$ cat config.mk
export PLATFORM = sky130hd
export DESIGN_NAME = adc_host_ctrl
export DESIGN_NICKNAME = d
export VERILOG_FILES = /design/src/rtl/adc_host_pkg.sv /design/src/rtl/adc_host_ctl.sv /design/src/rtl/adc_host_dp.sv /design/src/rtl/adc_host_ctrl.sv
export SDC_FILE = /design/constraint.sdc
export NUM_CORES = 1
export LEC_CHECK = 0
export BUFFER_PORTS_ARGS = -buffer_cell sky130_fd_sc_hd__buf_2
export CAP_MARGIN = 20
export CELL_PAD_IN_SITES_DETAIL_PLACEMENT = 0
export CELL_PAD_IN_SITES_GLOBAL_PLACEMENT = 1
export CORE_MARGIN = 1.5
export CORE_UTILIZATION = 40
export CTS_BUF_LIST = sky130_fd_sc_hd__clkbuf_2
export DETAILED_ROUTE_END_ITERATION = 12
export GPL_TIMING_DRIVEN = 1
export PLACE_DENSITY = 0.8
export RECOVER_POWER = 50
export SYNTH_ARGS = -nofsm -noshare
export SYNTH_HDL_FRONTEND = slang
export SYNTH_SLANG_ARGS = --single-unit
$ cat constraint.sdc
create_clock -name clk -period 2 [get_ports clk]
set_input_delay 0.4 -clock clk [delete_from_list [all_inputs] [get_ports clk]]
set_output_delay 0.4 -clock clk [all_outputs]
set_load 0.01 [all_outputs]
$ cat src/rtl/adc_host_pkg.sv
package adc_host_pkg;

  typedef enum logic [2:0] {
    ST_IDLE,
    ST_WRITE,
    ST_CONV,
    ST_READ,
    ST_OUT
  } ctlState_t;

  typedef struct packed {
    logic loadReq;
    logic txShift;
    logic rxSample;
  } dpStrobe_t;

endpackage

$ cat src/rtl/adc_host_ctl.sv
module adc_host_ctl
  import adc_host_pkg::*;
#(
  parameter int SCLK_HALF  = 2,
  parameter int CONV_PULSE = 3,
  parameter int CONV_WAIT  = 20,
  parameter int CTRL_BITS  = 5,
  parameter int FRAME_BITS = 16
) (
  input  logic       clk,
  input  logic       rstN,
  input  logic       reqValid,
  input  logic       resReady,
  output logic       busy,
  output logic       resValid,
  output logic       sclkOut,
  output logic       txSyncN,
  output logic       rxSyncN,
  output logic       convStart,
  output dpStrobe_t  st
);

  localparam int PH_W   = $clog2(2 * SCLK_HALF);
  localparam int BIT_W  = $clog2(FRAME_BITS);
  localparam int WAIT_W = $clog2(CONV_WAIT);
  localparam logic [PH_W-1:0]   PH_FALL    = PH_W'(SCLK_HALF - 1);
  localparam logic [PH_W-1:0]   PH_LAST    = PH_W'(2 * SCLK_HALF - 1);
  localparam logic [BIT_W-1:0]  TX_LAST    = BIT_W'(CTRL_BITS - 1);
  localparam logic [BIT_W-1:0]  RX_LAST    = BIT_W'(FRAME_BITS - 1);
  localparam logic [WAIT_W-1:0] PULSE_LAST = WAIT_W'(CONV_PULSE - 1);
  localparam logic [WAIT_W-1:0] WAIT_LAST  = WAIT_W'(CONV_WAIT - 1);

  ctlState_t         state;
  logic [PH_W-1:0]   phase;
  logic [BIT_W-1:0]  bitCnt;
  logic [WAIT_W-1:0] waitCnt;
  logic [BIT_W-1:0]  lastBit;

  assign lastBit  = (state == ST_WRITE) ? TX_LAST : RX_LAST;
  assign busy     = (state != ST_IDLE);
  assign resValid = (state == ST_OUT);

  always_comb begin
    st          = '0;
    st.loadReq  = (state == ST_IDLE) && reqValid;
    st.txShift  = (state == ST_WRITE) && (phase == PH_LAST) && (bitCnt != lastBit);
    st.rxSample = (state == ST_READ) && (phase == PH_FALL);
  end

  always_ff @(posedge clk or negedge rstN) begin
    if (!rstN) begin
      state     <= ST_IDLE;
      phase     <= '0;
      bitCnt    <= '0;
      waitCnt   <= '0;
      sclkOut   <= 1'b1;
      txSyncN   <= 1'b1;
      rxSyncN   <= 1'b1;
      convStart <= 1'b0;
    end else begin
      case (state)
        ST_IDLE: begin
          if (reqValid) begin
            state   <= ST_WRITE;
            phase   <= '0;
            bitCnt  <= '0;
            sclkOut <= 1'b1;
            txSyncN <= 1'b0;
          end
        end
        ST_WRITE, ST_READ: begin
          phase <= phase + 1'b1;
          if (phase == PH_FALL) sclkOut <= 1'b0;
          if (phase == PH_LAST) begin
            phase   <= '0;
            sclkOut <= 1'b1;
            if (bitCnt == lastBit) begin
              if (state == ST_WRITE) begin
                state     <= ST_CONV;
                txSyncN   <= 1'b1;
                convStart <= 1'b1;
                waitCnt   <= '0;
              end else begin
                state   <= ST_OUT;
                rxSyncN <= 1'b1;
              end
            end else begin
              bitCnt <= bitCnt + 1'b1;
            end
          end
        end
        ST_CONV: begin
          waitCnt <= waitCnt + 1'b1;
          if (waitCnt == PULSE_LAST) convStart <= 1'b0;
          if (waitCnt == WAIT_LAST) begin
            state   <= ST_READ;
            rxSyncN <= 1'b0;
            phase   <= '0;
            bitCnt  <= '0;
          end
        end
        ST_OUT: begin
          if (resReady) state <= ST_IDLE;
        end
        default: state <= ST_IDLE;
      endcase
    end
  end


  frames_exclusive_chk: assert property (@(posedge clk) disable iff (!rstN)
    !(!txSyncN && !rxSyncN));


  conv_outside_frame_chk: assert property (@(posedge clk) disable iff (!rstN)
    $rose(convStart) |-> (txSyncN && rxSyncN));


  valid_hold_chk: assert property (@(posedge clk) disable iff (!rstN)
    (resValid && !resReady) |=> resValid);


  busy_until_handshake_chk: assert property (@(posedge clk) disable iff (!rstN)
    (busy && !(resValid && resReady)) |=> busy);

endmodule

$ cat src/rtl/adc_host_dp.sv
module adc_host_dp
  import adc_host_pkg::*;
#(
  parameter int CTRL_BITS  = 5,
  parameter int FRAME_BITS = 16,
  parameter int ADDR_BITS  = 3,
  parameter int RES_BITS   = 12
) (
  input  logic                            clk,
  input  logic                            rstN,
  input  dpStrobe_t                       st,
  input  logic [ADDR_BITS-1:0]            reqChan,
  input  logic [CTRL_BITS-ADDR_BITS-1:0]  reqMode,
  input  logic                            datSerIn,
  output logic                            ctlSerOut,
  output logic [ADDR_BITS-1:0]            resChan,
  output logic [RES_BITS-1:0]             resData,
  output logic                            resErr
);

  localparam int LEAD_BITS = FRAME_BITS - RES_BITS - ADDR_BITS;
  localparam int LEAD_LSB  = RES_BITS + ADDR_BITS;

  logic [CTRL_BITS-1:0]  txReg;
  logic [FRAME_BITS-1:0] rxReg;
  logic [ADDR_BITS-1:0]  chanReg;
  logic [ADDR_BITS-1:0]  echoAddr;
  logic [LEAD_BITS-1:0]  leadBits;

  always_ff @(posedge clk or negedge rstN) begin
    if (!rstN) begin
      txReg   <= '0;
      rxReg   <= '0;
      chanReg <= '0;
    end else begin
      if (st.loadReq) begin
        txReg   <= {reqChan, reqMode};
        chanReg <= reqChan;
      end else if (st.txShift) begin
        txReg <= {txReg[CTRL_BITS-2:0], 1'b0};
      end
      if (st.rxSample) rxReg <= {rxReg[FRAME_BITS-2:0], datSerIn};
    end
  end

  assign echoAddr  = rxReg[RES_BITS +: ADDR_BITS];
  assign leadBits  = rxReg[LEAD_LSB +: LEAD_BITS];
  assign ctlSerOut = txReg[CTRL_BITS-1];
  assign resChan   = chanReg;
  assign resData   = rxReg[RES_BITS-1:0];
  assign resErr    = (|leadBits) || (echoAddr != chanReg);


  strobe_excl_chk: assert property (@(posedge clk) disable iff (!rstN)
    !(st.loadReq && (st.txShift || st.rxSample)));

endmodule

$ cat src/rtl/adc_host_ctrl.sv
module adc_host_ctrl
  import adc_host_pkg::*;
#(
  parameter int SCLK_HALF  = 2,
  parameter int CONV_PULSE = 3,
  parameter int CONV_WAIT  = 20
) (
  input  logic        clk,
  input  logic        rstN,
  input  logic        reqValid,
  input  logic [2:0]  reqChan,
  input  logic [1:0]  reqMode,
  output logic        busy,
  output logic        sclkOut,
  output logic        txSyncN,
  output logic        rxSyncN,
  output logic        ctlSerOut,
  input  logic        datSerIn,
  output logic        convStart,
  output logic        resValid,
  input  logic        resReady,
  output logic [2:0]  resChan,
  output logic [11:0] resData,
  output logic        resErr
);

  dpStrobe_t strobes;

  adc_host_ctl #(
    .SCLK_HALF(SCLK_HALF), .CONV_PULSE(CONV_PULSE), .CONV_WAIT(CONV_WAIT),
    .CTRL_BITS(5), .FRAME_BITS(16)
  ) uCtl (
    .clk(clk), .rstN(rstN), .reqValid(reqValid), .resReady(resReady),
    .busy(busy), .resValid(resValid), .sclkOut(sclkOut), .txSyncN(txSyncN),
    .rxSyncN(rxSyncN), .convStart(convStart), .st(strobes)
  );

  adc_host_dp #(
    .CTRL_BITS(5), .FRAME_BITS(16), .ADDR_BITS(3), .RES_BITS(12)
  ) uDp (
    .clk(clk), .rstN(rstN), .st(strobes), .reqChan(reqChan), .reqMode(reqMode),
    .datSerIn(datSerIn), .ctlSerOut(ctlSerOut), .resChan(resChan),
    .resData(resData), .resErr(resErr)
  );


  sclk_in_frame_chk: assert property (@(posedge clk) disable iff (!rstN)
    $fell(sclkOut) |-> (!txSyncN || !rxSyncN));


  dout_stable_chk: assert property (@(posedge clk) disable iff (!rstN)
    ($fell(sclkOut) && !txSyncN) |-> $stable(ctlSerOut));


  payload_stable_chk: assert property (@(posedge clk) disable iff (!rstN)
    (resValid && !resReady) |=> $stable({resData, resChan, resErr}));


  busy_ignore_chk: assert property (@(posedge clk) disable iff (!rstN)
    (busy && reqValid) |=> $stable(resChan));

endmodule

* Word-level counts from Yosys, hierarchy flattened
Index checks and enable logic that the tools add are counted. W data, S select, Z words.
Word-level totals: register bits after elaboration 42, output and inout bits 23
Cells by class: mux-type cells 39, equal/unequal tests 21, add/subtract/negate cells 3, reductions and logical operators 20
Operator list (number):
- $mux W5 | 5
- $reduce_and A5 Y1 | 5
- $mux W4 | 5
- $mux W3 | 6
- $mux W1 | 12
- $ne A2 B1 Y1 const B | 6
- $pmux W3 S4 | 1
- $pmux W4 S3 | 1
- $pmux W5 S2 | 1
- $pmux W1 S2 | 4
- $eq A3 B2 Y1 const B | 2
- $mux W2 | 3
- $ne A2 B2 Y1 const B | 3
- $pmux W2 S3 | 1
- $reduce_and A3 Y1 | 2
- $reduce_bool A2 Y1 | 3
- $reduce_bool A3 Y1 | 2
- $add A5 B1 Y5 const B | 1
- $eq A5 B2 Y1 const B | 1
- $eq A5 B5 Y1 const B | 1
- $add A4 B1 Y4 const B | 1
- $eq A4 B4 Y1 | 1
- $logic_and A1 B1 Y1 | 4
- $ne A4 B4 Y1 | 1
- 11 further kinds | 11

* Depth between registers and ports, before layout
Gate-level depths: netlist (run 1).
depth after elaboration 6, gate-level depth with buffers 7

* Hierarchy
From an unflattened synthesis (run 1), not the netlist that was laid out.
Unflattened totals: cells, all modules 182, area, all modules 2102.0 sq um
By module, submodules not included:
- adc_host_ctl | seq. area each 454.2 sq um, cells an instance 101, times used 1, area an instance 1059.8 sq um
- adc_host_dp | seq. area each 600.6 sq um, cells an instance 81, times used 1, area an instance 1042.2 sq um

* Worst setup path after synthesis (run 1)
No wires, ideal clock.
path kind reg-to-reg, from reg uCtl.waitCnt[0], to reg uCtl.bitCnt[1], path buffers 0, stages on the path, launching flop included 6, data required time 1.873 ns, arrival time 1.713 ns, slack 0.160 ns, period minus slack after synthesis 1.840 ns, cell sequence dfrtp_1 > ha_1 > or4bb_1 > a311o_1 > a22oi_1 > o21ai_1
On the way: longest elaborated chain between the ends 3
Ends and longest elaborated chain:
- start, declared | RTL line adc_host_ctl.sv:36 | logic [WAIT_W-1:0] waitCnt;
- start signal, assigned | RTL line adc_host_ctl.sv:93 | waitCnt <= waitCnt + 1'b1;
- $eq A5 B5 Y1 | RTL line adc_host_ctl.sv:95 | if (waitCnt == WAIT_LAST) begin
- $ne A2 B1 Y1 (no line)
- $reduce_and A5 Y1 (no line)
- end signal, assigned | RTL line adc_host_ctl.sv:88 | bitCnt <= bitCnt + 1'b1;
- end, declared | RTL line adc_host_ctl.sv:35 | logic [BIT_W-1:0] bitCnt;
No other way between the ends. A chain may end at the register's enable or synchronous reset.

* Final worst setup path (run 1)
from reg uDp.chanReg[2] (netlist: uDp.resChan[2]), to out resErr
On the way: longest elaborated chain between the ends 2
Ends and longest elaborated chain:
- start, declared | RTL line adc_host_dp.sv:26 | logic [ADDR_BITS-1:0] chanReg;
- start signal, assigned | RTL line adc_host_dp.sv:38 | chanReg <= reqChan;
- $ne A3 B3 Y1 | RTL line adc_host_dp.sv:51 | assign resErr = (|leadBits) || (echoAddr != chanReg);
- $logic_or A1 B1 Y1 | RTL line adc_host_dp.sv:51
- end, declared | RTL line adc_host_ctrl.sv:24 | output logic resErr
No other way between the ends.

==> results.md, run 1 <==
- First DRT Iteration DRCs: 65
- Max frequency: 489.3 MHz
- Synth-to-layout area growth: 12.80%
- Final weighted congestion of routability-driven global placement: 0.8564
- Slew HR: 30.92%
- Violated checks: negative setup slack
- Share of post-route cells with drive strength above 1: 32.14%
- Clk slew on worst S/H paths: 240 ps
- Classification of the worst-slack hold path: in2reg
- Drt via density: 5.037
- Setup repair after global routing missed its margin: yes
- Die Width: 75.15 µm
- Number of hold-repair buffers added at the cts stage: 0
- Layout net count: 238
- Skew final: 24.35 ps
- Post-Syn Nets: 204
- Via count of the first global-routing pass: 1,383
- Endpoint kind of the worst setup timing path: output port
- Routed wire length: 3.991 mm
- Pin count of the biggest net entering global routing: 43
- DR pass1 iterations: 4
- Final worst-path cycle share: 102.2%
- Total negative slack: -43.54 ps
- Final setup violating endpoints: 1
- Synthesis Warnings: 0
- Worst vdd ir: 0.3422 mV
- Starting Density: 41.03%
- Post-route DRC: 0
- Non-filler cells in the finished layout: 294
- Clock latency of the later-clocked register in the worst-skew pair: 420 ps
- Post-Place Cells: 282
- Number of maximum-capacitance constraint violations: 0
- Count of final max-slew check failures: 0
- Setup slack after placement: 50.94 ps
- Routed length per instance: 13.57 µm
- Count of flip-flops with a built-in enable after synthesis: 0
- Total via count in the routed design: 1,481
- HPWL after detailed placement: 2.846 mm
- Cts bufs inserted: 5
- Critical path startpoint category: flop
- Summed instance area of the synthesized netlist: 0.002082 mm²
- Fin worst setup slack: -43.54 ps
- Worst slew pin tran: 1036 ps
- Count of cell types in the netlist: 46
- Worst setup path class: reg2out
- Antenna Diode Count: 0
- Antenna violation net count after detailed routing: 0
- Static leakage: 1.147 nW
- Hold Vio Cnt, Final: 0
- Vert. Die Dim: 75.15 µm
- CP arrival: 1640 ps
- Final global-route overflow total: 0
- CTS tree: yes
- Power density of the placed cells: 1285 mW/mm²
- Num Clock Sinks: 42
- Total die area: 0.005647 mm²
- Clk buf depth: 2
- Status: finished, violations left
- CTS H-Tree Depth: 2
- Period minus WS final: 2044 ps
- Mean Syn Cell Area: 11.02 µm²
- Number of antenna violations at the first check in global routing: 0
- Worst hold margin: 159.8 ps
- Cell row count: 26
- Ports: 33
- Maximum fanout encountered on the critical timing path: 2
- Overall power of the completed layout: 0.003017 W
- Predominant post-synthesis flop cell: sky130_fd_sc_hd__dfrtp_1
- Root buf cell: sky130_fd_sc_hd__clkbuf_2
- Post-synthesis register bit count: 42
- Std-Cell Core Area: 0.005075 mm²
- Post-synthesis async set-or-reset flop share: 100.0%
- Portion of the post-synthesis area used by sequential elements: 50.66%
- Cell count after synthesis: 189
- Overall Global Routing Usage: 15.54%
- Total of buffers placed on input and output ports: 32
- Wire length of the first global-routing pass: 6.499 mm
- Required time at the endpoint of the critical path: 1600 ps
worst max-delay path, cell delays in order (launching register included):
cell and delay, ps:
sky130_fd_sc_hd__dfrtp_1 450, sky130_fd_sc_hd__xor2_1 160, sky130_fd_sc_hd__or4_1 490, sky130_fd_sc_hd__buf_2 150
routing by layer:
layer / GRT usage, % / share of wire [%] / wire length, µm
met5: 0 / 0 / 0
met4: 5.357 / 1.3 / 53
met3: 4.016 / 4.3 / 171
met2: 26.06 / 48 / 1896
met1: 19.53 / 47 / 1871
worst paths after layout:
| check | to | from | slack [ps] | cells after the start |
|---|---|---|---|---|
| min | uCtl.state[2]$_DFFE_PN0P_ | resReady | 160 | 2 |
| max in group asynchronous | uCtl.bitCnt[0]$_DFFE_PN0P_ | rstN | 1170 | 2 |
| max | resErr | uDp.resChan[2]$_DFFE_PN0P_ | -40 | 3 |
| min in group asynchronous | uCtl.convStart$_DFFE_PN0P_ | rstN | 200 | 2 |
| min reg2reg | uCtl.sclkOut$_DFFE_PN1P_ | uCtl.sclkOut$_DFFE_PN1P_ | 540 | 2 |
| max reg2reg | uCtl.bitCnt[1]$_DFFE_PN0P_ | uCtl.waitCnt[1]$_DFFE_PN0P_ | 140 | 5 |
where the power goes:
part,internal [W],switching [W],leakage [nW],total [W]
logic,0.000617,0.000688,0.579,0.00130
registers,0.00112,0.000204,0.542,0.00132
clock network,0.0000894,0.000303,0.0256,0.000392
cells by family (layout without fill, tap and decap cells):
logic type / count (synthesis) / after routing / synth area share [%]
fa+ha+maj: 5 / 5 / 3.005
mux: 22 / 22 / 11.60
flops: 42 / 42 / 50.66
buf+inv: 28 / 63 / 7.872
compound gates: 36 / 36 / 10.58
xor+xnor: 5 / 5 / 2.104
simple gates: 51 / 51 / 14.18
repair_timing:
item                                   in CTS  in global routing
setup endpoints to repair                   3                  3
setup buffers                               3                  1
pin swaps                                   0                  1
endpoints found under the hold margin       0                  0
resized for setup                           2                  0
sequential cells by signal (all words and copies together), names as in the netlist:
name / count
uCtl.sclkOut: 1
uDp.txReg: 5
uCtl.convStart: 1
uCtl.bitCnt: 4
uDp.rxReg: 16
uCtl.txSyncN: 1
uCtl.phase: 2
uCtl.waitCnt: 5
uDp.resChan: 3
uCtl.rxSyncN: 1
uCtl.state: 3
cell type report:
cell class / instances / area (µm²)
multi-input combinational: 119 / 867.1
inverter: 9 / 33.78
sequential: 42 / 1055
timing repair buffer: 46 / 256.5
tap: 70 / 87.58
fill: 521 / 2726
clock buffer: 5 / 25.02
clock inverter: 3 / 23.77
cell usage after synthesis (2+ instances only):
| library cell | instances | area [µm²] |
|---|---|---|
| sky130_fd_sc_hd__dfrtp_1 | 39 | 975.9 |
| sky130_fd_sc_hd__mux2_2 | 17 | 191.4 |
| sky130_fd_sc_hd__o21ai_0 | 15 | 75.07 |
| sky130_fd_sc_hd__buf_4 | 13 | 97.59 |
| sky130_fd_sc_hd__nand2_1 | 13 | 48.80 |
| sky130_fd_sc_hd__inv_1 | 9 | 33.78 |
| sky130_fd_sc_hd__nand3_1 | 7 | 35.03 |
| sky130_fd_sc_hd__nor2_1 | 7 | 26.28 |
| sky130_fd_sc_hd__a21oi_1 | 6 | 30.03 |
| sky130_fd_sc_hd__ha_1 | 5 | 62.56 |
| sky130_fd_sc_hd__mux2i_1 | 5 | 50.05 |
| sky130_fd_sc_hd__a31oi_1 | 3 | 18.77 |
| sky130_fd_sc_hd__and3_1 | 3 | 18.77 |
| sky130_fd_sc_hd__clkbuf_1 | 3 | 11.26 |
| sky130_fd_sc_hd__dfstp_2 | 3 | 78.83 |
| sky130_fd_sc_hd__nand2b_1 | 3 | 18.77 |
| sky130_fd_sc_hd__nor3_1 | 3 | 15.01 |
| sky130_fd_sc_hd__xor2_1 | 3 | 26.28 |
| sky130_fd_sc_hd__a22o_1 | 2 | 17.52 |
| sky130_fd_sc_hd__buf_2 | 2 | 10.01 |
| sky130_fd_sc_hd__o31ai_1 | 2 | 15.01 |
| sky130_fd_sc_hd__xnor2_1 | 2 | 17.52 |
placed cells by master, fill, tap and decap left out, drive strengths merged, types with 5 or more instances in the layout:
master,synthesis,layout
dfrtp,39,39
buf,16,35
mux2,17,17
o21ai,16,16
clkbuf,3,16
nand2,13,13
inv,9,10
nand3,8,8
nor2,7,7
a21oi,6,6
mux2i,5,5
ha,5,5
metrics by stage:
stage,instance area [µm²],util (%)
finish,2349,46.28
global placement,2275,44.82
floorplan,2082,-
detailed placement,2275,44.82
CTS,2356,46.43
global route,2349,46.28
(Power assumes the default switching activity.)
==> run 2, diff against run 1 <==
==> constraint.sdc (replaced) <==
create_clock -name clk -period 2.6 [get_ports clk]
set_input_delay 0.52 -clock clk [delete_from_list [all_inputs] [get_ports clk]]
set_output_delay 0.52 -clock clk [all_outputs]
set_load 0.01 [all_outputs]
==> run 2 against run 1 <==
Compared with the run above: highest routed layer unchanged; via count is 4.7% lower; non-clock buffer count is 13 lower; count of clock-buffer cells in the layout stayed put; the run ends with max-capacitance violations, max-slew violations left; sequential share of layout area is 2.2 points higher; largest cell class unchanged; clock skew is 7.3 ps lower; final cell count is 4.4% lower; sequential cell count stayed put; hold slack better by 120 ps; first-iteration DRC count is 51% higher; clock power is 23% lower.
==> results.md, run 2 (same netlist as run 1, synthesis figures left out) <==
- Violated checks: max-capacitance violations, max-slew violations
- Max frequency: 459.9 MHz
- Total met3 wirelength after detailed routing: 171 µm (unchanged)
- Area of the multi-input gates: 863.3 µm² (-0.43%)
- Critical path startpoint category: flop
- Synth-to-layout area growth: 7.632%
- Wire length of the first global-routing pass: 6.099 mm (-6.2%)
- CP startpoint: uDp.resChan[2]$_DFFE_PN0P_
- Number of maximum-capacitance constraint violations: 1 (+1)
- Total die area: 0.005647 mm² (unchanged)
- HPWL after detailed placement: 2.657 mm (-6.7%)
- Endpoint kind of the worst setup timing path: output port
- Ports: 33 (unchanged)
- Num Clock Sinks: 42 (unchanged)
- Top Registers: uDp.rxReg x16, uCtl.waitCnt x5, uDp.txReg x5
- Non-filler cells in the finished layout: 281 (-4.4%)
- Most frequent cells in the layout: sky130_fd_sc_hd__dfrtp_1, sky130_fd_sc_hd__buf_2, sky130_fd_sc_hd__mux2_2
- Post-route DRC: 0 (unchanged)
- Clk slew on worst S/H paths: 240 ps (about the same)
- Routed wire length: 3.712 mm (-7.0%)
- Via count of the first global-routing pass: 1,352 (-2.2%)
- Beginning of the worst hold path: resReady
- Worst vdd ir: 0.2637 mV (-23%)
- Final global-route overflow total: 0 (unchanged)
- Static leakage: 1.071 nW (-6.6%)
- Hold Vio Cnt, Final: 0 (unchanged)
- Post-route cell area: 0.002241 mm² (-4.6%)
- Number of buffers inserted to repair setup after CTS: 0 (-3)
- Overall Global Routing Usage: 14.35% (-1.2 points)
- Top layer used by detailed routing: met4
- Drt via density: 5.025 (-0.25%)
- Max FFs per register: 16 (unchanged)
- CP arrival: 1650 ps (about the same)
- Maximum fanout encountered on the critical timing path: 3 (+1)
- Antenna Diode Count: 0 (unchanged)
- Met2 wirelength from detailed routing: 1.690 mm (-11%)
- Total of cells resized after clock tree synthesis: 0 (-2)
- Sequential cell area: 0.001055 mm² (unchanged)
- Cts bufs inserted: 5 (unchanged)
- Number of antenna violations at the first check in global routing: 0 (unchanged)
- Final weighted congestion of routability-driven global placement: 0.8963 (+4.7%)
- Total of buffers placed on input and output ports: 32 (unchanged)
- Total via count in the routed design: 1,412 (-4.7%)
- First DRT Iteration DRCs: 98 (+51%)
- Slew HR: -45.24% (-76 points)
- Clock latency of the later-clocked register in the worst-skew pair: 410 ps (about the same)
- Worst setup path class: reg2out
- Required time at the endpoint of the critical path: 2080 ps (+480 ps)
- Clk buf depth: 2 (unchanged)
- Cell row count: 26 (unchanged)
- Final worst-path cycle share: 83.63%
- Pin count of the biggest net entering global routing: 43 (unchanged)
- Worst slew pin tran: 2179 ps (+1142 ps)
- Starting Density: 41.03% (unchanged)
- Commonest non-fill, non-tap cell in the layout: sky130_fd_sc_hd__dfrtp_1
- Skew final: 17.03 ps (-7.317 ps)
- Cell area after placement: 0.002207 mm² (-3.0%)
- DR pass1 iterations: 4 (unchanged)
- WL met1: 1.783 mm (-4.7%)
- Routed length per instance: 13.21 µm (-2.7%)
- Number of hold-repair buffers added at the cts stage: 0 (unchanged)
- Critical register-to-register path startpoint: uCtl.waitCnt[0]$_DFFE_PN0P_
- Classification of the worst-slack hold path: in2reg
- Die Width: 75.15 µm (unchanged)
- Final setup violating endpoints: 0 (-1)
- Layout net count: 225 (-5.5%)
- CTS H-Tree Depth: 2 (unchanged)
- Register containing the most flip-flops in the final layout: uDp.rxReg
- Period minus WS final: 2174 ps
- Share of post-route cells with drive strength above 1: 27.01% (-5.1 points)
- Vert. Die Dim: 75.15 µm (unchanged)
- Setup repair after global routing missed its margin: no
- Antenna violation net count after detailed routing: 0 (unchanged)
- CTS tree: yes
- Post-Place Cells: 273 (-3.2%)
- Total negative slack: 0 ps (+43.54 ps)
- Filler Cell Count: 502 (-3.6%)
- End-of-flow core utilization: 44.16% (-2.1 points)
- Status: finished, violations left
- Power density of the placed cells: 976.1 mW/mm² (-24%)
- Root buf cell: sky130_fd_sc_hd__clkbuf_2
- Std-Cell Core Area: 0.005075 mm² (unchanged)
- Count of final max-slew check failures: 43 (+43)
- Overall power of the completed layout: 0.002187 W (-27%)
run 2: area by class of cell:
cell class,count,area share [%]
Sequential cell,42,47.07
Multi-Input combinational cell,119,38.53
Timing Repair Buffer,33,6.812
Tap cell,70,3.908
Inverter,9,1.508
Clock buffer,5,1.117
Clock inverter,3,1.061
run 2: worst max-delay path, stage by stage, from the launching register on:
cell and delay [ps]:
sky130_fd_sc_hd__dfrtp_1 460, sky130_fd_sc_hd__xor2_1 160, sky130_fd_sc_hd__or4_1 490, sky130_fd_sc_hd__buf_2 150
run 2: final timing paths:
kind,to,slack (ps),cells after the start
min reg2reg,uCtl.rxSyncN$_DFFE_PN1P_,530,2
max,resErr,430,3
min in group asynchronous,uCtl.bitCnt[1]$_DFFE_PN0P_,710,1
min,uCtl.state[2]$_DFFE_PN0P_,280,2
max in group asynchronous,uCtl.bitCnt[0]$_DFFE_PN0P_,670,1
max reg2reg,uCtl.bitCnt[1]$_DFFE_PN0P_,620,5
run 2: per-layer routing:
layer  global-route usage [%]  up-vias
li1                         -      698
met1                    17.45      675
met2                    24.19       32
met3                    4.150        7
met4                    5.357        0
met5                        0        -
run 2: metrics by stage:
stage	worst slack, ps	hold WS (ps)
2_1_floorplan	760.3	224.4
3_3_place_gp	692.4	488.8
3_5_place_dp	653.1	490.8
4_1_cts	396.3	223.4
5_1_grt	217.2	254.3
6_report	425.7	281.8
run 2: power breakdown:
group	internal, W	switching, W	total (W)
Clock	0.0000689	0.000231	0.000300
Combinational	0.000381	0.000451	0.000831
Sequential	0.000858	0.000198	0.00106
==> run 3, diff against run 2 <==
==> constraint.sdc (replaced) <==
create_clock -name clk -period 2.05 [get_ports clk]
set_input_delay 0.41 -clock clk [delete_from_list [all_inputs] [get_ports clk]]
set_output_delay 0.41 -clock clk [all_outputs]
set_load 0.01 [all_outputs]
==> run 3 against run 2 <==
Compared with the run above: count of clock-buffer cells in the layout stayed put; routed wire length is 0.35% higher; the run now ends clean; non-clock buffer count is 8 higher; global-route usage is 0.43 points lower; worst setup slack worse by 410 ps; highest routed layer unchanged.
==> results.md, run 3 (same netlist as run 1, synthesis figures left out) <==
- Status: finished, final reports clean
- Period minus WS final: 2034 ps
- Routed wire length: 3.725 mm (+0.35%)
- Power dissipated by switching net loads: 0.001121 W (+27%)
- Maximum fanout encountered on the critical timing path: 2 (-1)
- Power density of the placed cells: 1324 mW/mm² (+36%)
- Worst slew pin tran: 1017 ps (-1162 ps)
- Seq pwr share: 41.6% (-6.7 points)
- Number of hold-repair buffers added at the cts stage: 0 (unchanged)
- DR pass1 iterations: 4 (unchanged)
- Share of power burned in the clock network: 19.4% (+5.7 points)
- Share of post-route cells with drive strength above 1: 30.59% (+3.6 points)
- First DRT Iteration DRCs: 40 (-59%)
- Clk buf depth: 2 (unchanged)
- Final global-route overflow total: 0 (unchanged)
- Worst vdd ir: 0.5285 mV (+100%)
- Critical path startpoint category: flop
- Vert. Die Dim: 75.15 µm (unchanged)
- Hold Vio Cnt, Final: 0 (unchanged)
- Total via count in the routed design: 1,468 (+4.0%)
- Switching share of power: 35.91% (-4.3 points)
- CP arrival: 1620 ps (-30 ps)
- P_int: 0.002000 W (+53%)
- Skew final: 10.02 ps (-7.014 ps)
- Synth-to-layout area growth: 13.22%
- Drt via density: 5.080 (+1.1%)
- Post-Place Cells: 280 (+2.6%)
- Number of maximum-capacitance constraint violations: 0 (-1)
- Std-Cell Core Area: 0.005075 mm² (unchanged)
- Commonest non-fill, non-tap cell in the layout: sky130_fd_sc_hd__dfrtp_1
- Pin count of the biggest net entering global routing: 43 (unchanged)
- Most frequent cells in the layout: sky130_fd_sc_hd__dfrtp_1, sky130_fd_sc_hd__buf_2, sky130_fd_sc_hd__mux2_2
- CTS H-Tree Depth: 2 (unchanged)
- Cell row count: 26 (unchanged)
- Worst setup path class: reg2out
- Number of antenna violations at the first check in global routing: 0 (unchanged)
- Die Width: 75.15 µm (unchanged)
- Slew HR: 32.20% (+77 points)
- Root buf cell: sky130_fd_sc_hd__clkbuf_2
- Total of buffers placed on input and output ports: 32 (unchanged)
- Total die area: 0.005647 mm² (unchanged)
- Top Registers: uDp.rxReg x16, uCtl.waitCnt x5, uDp.txReg x5
- Count of final max-slew check failures: 0 (-100%)
- CTS tree: yes
- Clock latency of the later-clocked register in the worst-skew pair: 400 ps (about the same)
- Overall Global Routing Usage: 13.92% (-0.43 points)
- Register containing the most flip-flops in the final layout: uDp.rxReg
- Endpoint kind of the worst setup timing path: output port
- Filler Cell Count: 500 (-0.40%)
- HPWL after detailed placement: 2.707 mm (+1.9%)
- Via count of the first global-routing pass: 1,358 (+0.44%)
- Clk slew on worst S/H paths: 220 ps (-20 ps)
- Final worst-path cycle share: 99.20%
- Non-filler cells in the finished layout: 289 (+2.8%)
- Layout net count: 233 (+3.6%)
- Num Clock Sinks: 42 (unchanged)
- Cts bufs inserted: 5 (unchanged)
- Wire length of the first global-routing pass: 5.940 mm (-2.6%)
- Routed length per instance: 12.89 µm (-2.4%)
- Static leakage: 1.140 nW (+6.5%)
- Antenna Diode Count: 0 (unchanged)
- Required time at the endpoint of the critical path: 1640 ps (-440 ps)
- Antenna violation net count after detailed routing: 0 (unchanged)
- Proportion of power drawn by combinational gates: 39.0% (+1.0 points)
- Setup repair after global routing missed its margin: yes
- Max frequency: 491.7 MHz
- Starting Density: 41.03% (unchanged)
- Final setup violating endpoints: 0 (unchanged)
- Max FFs per register: 16 (unchanged)
- Classification of the worst-slack hold path: in2reg
- Ports: 33 (unchanged)
- Worst hold margin: 176.8 ps (-105.0 ps)
- Final weighted congestion of routability-driven global placement: 0.7570 (-16%)
- Post-route DRC: 0 (unchanged)
[run 3: changes by cell type in the layout (fill, tap and decap cells not counted), sizes merged]
cell / delta
inv: -1
clkinv: +1
bufinv: +2
buf: +8
clkinvlp: -2
[run 3: area by class of cell]
cell class	count	area [µm²]	area share, %
Clock inverter	3	68.82	2.919
Sequential cell	42	1055	44.75
Tap cell	70	87.58	3.716
Multi-Input combinational cell	119	869.6	36.89
Timing Repair Buffer	41	217.7	9.236
Clock buffer	5	25.02	1.062
Inverter	9	33.78	1.433
[run 3: metal layers]
layer | track usage [%] | vias to the layer above | wire, µm
li1 | - | 712 | -
met1 | 15.65 | 714 | 1744
met2 | 25.17 | 37 | 1768
met3 | 4.016 | 5 | 180
met4 | 4.762 | 0 | 32
met5 | 0 | - | 0
[run 3: critical path, cell delays in order (launching register included)]
cell	delay, ps
sky130_fd_sc_hd__dfrtp_1	440
sky130_fd_sc_hd__xor2_1	160
sky130_fd_sc_hd__or4_1	480
sky130_fd_sc_hd__buf_2	150
[run 3: through the flow]
stage,worst slack [ps],util [%],power (W),setup TNS (ps),cell area (µm²)
2_1_floorplan,210.3,-,0.002185,0,2082
3_3_place_gp,121.1,44.53,0.002504,0,2260
3_5_place_dp,70.76,44.53,0.002529,0,2260
4_1_cts,0.2880,46.72,0.003165,0,2371
5_1_grt,-89.60,46.45,0.003358,-89.60,2357
6_report,16.39,46.45,0.003120,0,2357
[run 3: timing repair]
| action | 4_1_cts | 5_1_grt |
|---|---|---|
| pin swaps | 0 | 1 |
| setup endpoints to repair | 2 | 5 |
| buffers inserted | 1 | 0 |
| gates resized for setup | 2 | 1 |
| gates cloned | 0 | 0 |
[run 3: final timing paths]
kind / start / to / slack [ps] / cells after the start
max: uDp.resChan[2]$_DFFE_PN0P_ / resErr / 20 / 3
min: resReady / uCtl.state[2]$_DFFE_PN0P_ / 180 / 2
max reg2reg: uCtl.waitCnt[0]$_DFFE_PN0P_ / uCtl.bitCnt[1]$_DFFE_PN0P_ / 130 / 5
min reg2reg: uCtl.rxSyncN$_DFFE_PN1P_ / uCtl.rxSyncN$_DFFE_PN1P_ / 520 / 2
max in group asynchronous: rstN / uDp.rxReg[13]$_DFFE_PN0P_ / 1210 / 2
min in group asynchronous: rstN / uDp.txReg[0]$_DFFE_PN0P_ / 230 / 2
[run 3: power by group through the flow]
stage / Clock [W] / Combinational (W) / Sequential, W
6_report: 0.000606 / 0.00122 / 0.00130
3_3_place_gp: 0 / 0.00119 / 0.00131
3_5_place_dp: 0 / 0.00121 / 0.00132
2_1_floorplan: 0 / 0.000881 / 0.00130
5_1_grt: 0.000652 / 0.00137 / 0.00133
4_1_cts: 0.000621 / 0.00125 / 0.00130
